$ cat src/rtl/sw_slot_master.sv
`timescale 1ns/1ps
module sw_slot_master #(
  parameter int RST_LOW_US     = 480,
  parameter int PRES_SAMPLE_US = 70,
  parameter int RST_HIGH_US    = 480,
  parameter int W0_LOW_US      = 65,
  parameter int W1_LOW_US      = 6,
  parameter int RD_LOW_US      = 6,
  parameter int RD_SAMPLE_US   = 13,
  parameter int SLOT_US        = 70
) (
  input  logic       clk,
  input  logic       rst_n,
  input  logic       tick_us,
  input  logic       req_valid,
  input  logic [1:0] req_op,
  input  logic       req_bit,
  input  logic       bus_in,
  output logic       pull_low,
  output logic       busy,
  output logic       done,
  output logic       rd_bit,
  output logic       present
);

  localparam int RST_TOTAL = RST_LOW_US + RST_HIGH_US;
  localparam int RST_SMP   = RST_LOW_US + PRES_SAMPLE_US;
  localparam int CW        = $clog2(RST_TOTAL + 1);
  localparam logic [1:0] OP_RST = 2'd0;
  localparam logic [1:0] OP_WR  = 2'd1;
  localparam logic [1:0] OP_RD  = 2'd2;
  localparam logic [1:0] OP_NONE = 2'd3;

  logic          busy_q, done_q, rd_q, pres_q, bit_q;
  logic [1:0]    op_q;
  logic [CW-1:0] cnt;
  logic [CW-1:0] low_len, total_len, smp_at;
  logic          accept, smp_hit, last_tick;

  always_comb begin
    low_len   = CW'(RD_LOW_US);
    total_len = CW'(SLOT_US);
    smp_at    = CW'(RD_SAMPLE_US);
    case (op_q)
      OP_RST: begin
        low_len   = CW'(RST_LOW_US);
        total_len = CW'(RST_TOTAL);
        smp_at    = CW'(RST_SMP);
      end
      OP_WR: begin
        low_len = bit_q ? CW'(W1_LOW_US) : CW'(W0_LOW_US);
        smp_at  = CW'(RST_TOTAL);
      end
      default: ;
    endcase
  end

  assign accept    = req_valid && !busy_q && (req_op != OP_NONE);
  assign smp_hit   = busy_q && tick_us && (cnt == smp_at);
  assign last_tick = busy_q && tick_us && (cnt == total_len - CW'(1));

  always_ff @(posedge clk) begin
    if (!rst_n) begin
      busy_q <= 1'b0;
      done_q <= 1'b0;
      op_q   <= OP_RST;
      bit_q  <= 1'b0;
      cnt    <= '0;
    end else begin
      done_q <= last_tick;
      if (busy_q) begin
        if (tick_us) cnt <= cnt + CW'(1);
        if (last_tick) busy_q <= 1'b0;
      end else if (accept) begin
        busy_q <= 1'b1;
        op_q   <= req_op;
        bit_q  <= req_bit;
        cnt    <= '0;
      end
    end
  end

  always_ff @(posedge clk) begin
    if (!rst_n) begin
      rd_q   <= 1'b0;
      pres_q <= 1'b0;
    end else begin
      if (accept && req_op == OP_RST) pres_q <= 1'b0;
      else if (smp_hit && op_q == OP_RST) pres_q <= !bus_in;
      if (smp_hit && op_q == OP_RD) rd_q <= bus_in;
    end
  end

  assign pull_low = busy_q && (cnt < low_len);
  assign busy     = busy_q;
  assign done     = done_q;
  assign rd_bit   = rd_q;
  assign present  = pres_q;


  done_pulse_chk: assert property (@(posedge clk) disable iff (!rst_n)
    done_q |=> !done_q);


  done_end_chk: assert property (@(posedge clk) disable iff (!rst_n)
    $fell(busy_q) |-> done_q);


  op_hold_chk: assert property (@(posedge clk) disable iff (!rst_n)
    busy_q |=> (!busy_q || $stable(op_q)));


  no_tick_chk: assert property (@(posedge clk) disable iff (!rst_n)
    (busy_q && !tick_us) |=> (busy_q && $stable(cnt)));


  rst_release_chk: assert property (@(posedge clk) disable iff (!rst_n)
    ($fell(pull_low) && busy_q && op_q == OP_RST) |-> (cnt == CW'(RST_LOW_US)));


  cnt_range_chk: assert property (@(posedge clk) disable iff (!rst_n)
    busy_q |-> (cnt < total_len));

endmodule

$ cat config.mk
export PLATFORM = sky130hd
export DESIGN_NAME = sw_slot_master
export DESIGN_NICKNAME = d
export VERILOG_FILES = /design/src/rtl/sw_slot_master.sv
export SDC_FILE = /design/constraint.sdc
export NUM_CORES = 1
export LEC_CHECK = 0
export CORE_AREA = 5 5 50 52
export DETAILED_ROUTE_END_ITERATION = 7
export DIE_AREA = 0 0 55 57
export MAX_ROUTING_LAYER = met4
export PLACE_DENSITY = 0.88
export SLEW_MARGIN = 25
export SYNTH_ARGS = -nofsm -noshare
export SYNTH_HDL_FRONTEND = slang
export SYNTH_SLANG_ARGS = --single-unit
$ cat constraint.sdc
create_clock -name clk -period 4.22 [get_ports clk]
set_input_delay 0.422 -clock clk [delete_from_list [all_inputs] [get_ports clk]]
set_output_delay 0.422 -clock clk [all_outputs]
set_load 0.02 [all_outputs]
### Yosys cells after proc, flatten, opt, wreduce, memory -nomap -nowiden

Cells that the tools add are included.

| operators by class | value |
|---|---|
| reduce and logical (&&, ||, !) cells | 17 |
| add/subtract/negate cells | 2 |
| equal/unequal tests | 6 |
| multiplexer cells | 10 |
| bitwise gates (word level) | 2 |
| $lt $le $gt $ge | 1 |

Operator list:

| kind | count |
|---|---|
| 2-to-1 mux 10 bit | 4 |
| == test 10 bit | 2 |
| case mux 10 bit (2 select lines) | 1 |
| case mux 9 bit (2 select lines) | 1 |
| adder 10 x 1 -> 10 bit (second input constant) | 1 |
| less-than comparator 10 bit | 1 |
| subtractor 10 x 1 -> 10 bit (second input constant) | 1 |
| logical AND 1 bit | 9 |
| 2-to-1 mux 7 bit | 1 |
| zero test 2 bit | 2 |
| != test 2 bit (second input constant) | 2 |
| AND reduction 2 bit | 2 |
| 2-to-1 mux 1 bit | 3 |
| == test 2 x 1 -> 1 bit (second input constant) | 1 |
| == test 2 bit (second input constant) | 1 |
| zero test 1 bit | 2 |
| inverter 1 bit | 2 |
| nonzero test 2 bit | 1 |
| OR reduction 2 bit | 1 |

| storage, ports and cells | value |
|---|---|
| word-level logic and storage cells | 45 |
| flip-flop bits (word level) | 17 |
| output and inout bits | 5 |
| input bits | 8 |

### Logic depth before layout (Yosys ltp)

| depth | value |
|---|---|
| depth after elaboration | 7 |
| mapped depth | 8 |

### Least setup slack after synthesis

No wires, ideal clock.

| path | value |
|---|---|
| path kind | register -> output |
| start | register op_q[1] |
| end | output pull_low |
| data arrival time | 1815 ps |
| setup slack | 1983 ps |
| cell stages (with the launch flop) | 8 |
| required time | 3798 ps |
| cells stage by stage | dfxtp_1 -> clkbuf_1 -> or2_2 -> ha_1 -> a21oi_1 -> o21ai_0 -> nor4b_1 -> o21a_1 |

| between the ends | value |
|---|---|
| longest elaborated chain between the ends | 4 |
| elaborated cells on any way between the ends | 5 |
| those cells by class | 1 x order compare; 1 x eq/ne; 1 x mux; 2 x reduce/logical |

RTL lines:

| element | line | RTL |
|---|---|---|
| start, declared | 35 | `logic [1:0] op_q;` |
| start signal, assigned | 76 | `op_q <= req_op;` |
| == test 2 x 1 -> 1 bit or zero test 2 bit (tied branches) | 44 | `case (op_q)` |
| case mux 9 bit (2 select lines) (*) | 44 |  |
| less-than comparator 10 bit (*) | 94 | `assign pull_low = busy_q && (cnt < low_len);` |
| logical AND 1 bit (*) | 94 |  |
| end, declared | 19 | `output logic pull_low,` |

Every way passes the cells marked *; elsewhere a longest branch is shown, timed or not.

### Final worst setup path

Ends and elaborated chain as after synthesis.

==> summary.txt <==
Mapped Area -> 1080 um2
critical path startpoint category -> flip-flop
Remaining DRCs -> 0
IO Pins -> 13
# diodes -> 0
most frequent cells in the layout -> dfxtp_1, clkdlybuf4s50_1, nand2_1, nand3_1, a21oi_1
antenna-violating nets left -> 0
#FFs+latches synth -> 17
post-route clock period utilization -> 73.1%
crit path time final -> 3.09 ns
die area -> 3140 um2
Setup crit end kind -> primary output
fraction of layout cells with a size suffix above 1 -> 5.88%
largest net degree at the start of global routing -> 17
CTS Buf Count -> 3
Final Hold Vio Count -> 0
max-cap violation count -> 0
WP data arrival -> 2.66 ns
Total Wirelength -> 2.53 mm
Layout Utilization -> 59.9%
Core Region -> 2060 um2
Worst Path Required -> 3.80 ns
fin cells -> 164
fmax -> 324 MHz
Switch Pwr -> 0.0851 mW
root buffer cell -> clkbuf_4
Layout Nets -> 152
Die Wd -> 55 um
hold-fix buffers at CTS -> 0
unrepaired setup endpoints after global routing -> no
P_leak -> 0.431 nW
Int Power -> 0.226 mW
Vias/cell -> 6.34
CTS tree -> yes
GR Util All Layers -> 17.9%
Slew HR -> 59.3%
PwrDens -> 252 nW/um2
Async SR Flop Fraction -> 0%
Unique masters post-synth -> 37
outcome -> finished, final reports clean
initial antenna violation count -> 0
leading cell type in the layout, fill and taps excluded -> dfxtp_1
CTS Sinks -> 17
syn avg cell area -> 8.53 um2
H-tree levels -> 1
Area Overhead vs Synth -> 14.1%
worst slew pin tran -> 0.611 ns
Post-synth EDFFs -> 0
Comb power frac -> 17.8%
initial core utilization -> 52.5%
Setup CP Type -> reg2out
Mapped Cells -> 127
Worst-path clk slew -> 0.10 ns
IO buf count -> 12
Mapped Nets -> 142
setup TNS -> 0 ns
min-delay worst type -> reg2reg
global route overflow -> 0
DR WL/cell -> 15.4 um
Slew Limit Fails -> 0
Primary FF master, synth -> dfxtp_1
first-pass iteration count of the detailed router -> 4
post-CTS setup buffers -> 0
row cnt -> 17
via count -> 1040
Clk pwr share -> 27.4%
Max IR drop VDD -> 0.134 mV
first-pass GRT wire length -> 4.15 mm
Clock Skews -> 0.00677 ns
Seq/Total Area, Yosys -> 31.4%
switch share -> 27.3%
CTS resizes -> 0
clk buf depth -> 2
vias in the first global route -> 967
DRT iter0 DRCs -> 22
hpwl dp -> 1.91 mm
Die H -> 57 um
Synth Warn # -> 0
gpl congestion -> 0.867
largest fanout on the critical path -> 12
clock latency on the worst-skew pair -> 0.28 ns
Setup Viol. Count Final -> 0
Sequential Power Share -> 54.8%
Cells after DPL -> 160
[power groups by stage]
stage                     logic, mW  registers [mW]  clock network [mW]
final                        0.0555           0.171              0.0854
after global routing         0.0608           0.172              0.0927
after CTS                    0.0543           0.171              0.0865
after detailed placement     0.0541           0.174                   0
after global placement       0.0520           0.174                   0
after floorplan              0.0379           0.172                   0
[area by class of cell]
type                            count  area (um2)
Sequential cell                    17         340
Multi-Input combinational cell    100         703
Timing Repair Buffer               12         120
Inverter                            3        11.3
Tap cell                           28        35.0
Clock buffer                        4        26.3
Fill cell                         179         827
[registers in the layout, indices dropped and copies added, names as in the netlist]
name	count
busy	1
bit_q	1
cnt	10
op_q	2
present	1
done	1
rd_bit	1
[worst max-delay path: stages, from the launching register on]
cell and delay (ns):
dfxtp_1 0.41, or2_2 0.38, ha_1 0.35, a21oi_1 0.16, o21ai_0 0.09, nor4b_1 0.24
o21a_1 0.16, clkdlybuf4s50_1 0.59
[synth_stat cells, drive strengths merged, types with 2 or more instances]
library cell | count | share of area (%)
nor2b | 5 | 2.9
nand4b | 2 | 1.6
buf | 3 | 1.6
o21ai | 4 | 1.8
nand3 | 10 | 4.6
nand4 | 4 | 2.3
nand2 | 11 | 3.8
or4 | 6 | 4.2
nor4b | 4 | 3.2
and3 | 2 | 1.2
o31ai | 6 | 4.2
mux2i | 5 | 4.6
a21oi | 10 | 4.6
ha | 7 | 8.1
or4b | 4 | 3.7
or3 | 3 | 1.7
clkbuf | 4 | 1.4
inv | 3 | 1.0
nor2 | 2 | 0.69
dfxtp | 17 | 31
[path summary, 6_finish.rpt]
| kind | start | to | slack [ns] | cells after the start |
|---|---|---|---|---|
| worst max-delay path | op_q[1] | pull_low | 1.13 | 7 |
| worst min-delay path | rd_bit | rd_bit | 0.47 | 2 |
| worst max register to register | op_q[1] | done | 2.38 | 5 |
| worst min register to register | rd_bit | rd_bit | 0.47 | 2 |
[routing by layer]
layer  wire length [um]  GRT usage (%)
met3                129           3.66
met4                 59           7.99
met1               1100           21.5
met2               1250           28.2
met5                  0              -
[stage by stage]
step | setup WS (ns) | hold slack [ns] | cell area [um2] | power (mW)
5_1_grt | 0.889 | 0.497 | 1240 | 0.325
2_1_floorplan | 1.98 | 0.454 | 1080 | 0.210
3_5_place_dp | 1.47 | 0.460 | 1210 | 0.228
3_3_place_gp | 1.55 | 0.452 | 1210 | 0.226
6_report | 1.13 | 0.473 | 1240 | 0.312
4_1_cts | 1.14 | 0.474 | 1230 | 0.311
[kinds of logic (layout without fill, tap and decap cells)]
group                      count (synthesis)  in the layout  synth area share [%]
and+or+nand+nor                           60             60                  34.4
muxes                                      5              5                  4.62
DFF                                       17             17                  31.4
AOI/OAI and AO/OA                         27             27                  16.6
adders and majority gates                  7              7                  8.08
buffers and inverters                     10             19                  4.04
xor gates and xnor gates                   1              1                 0.808
(Power assumes the default switching activity.)
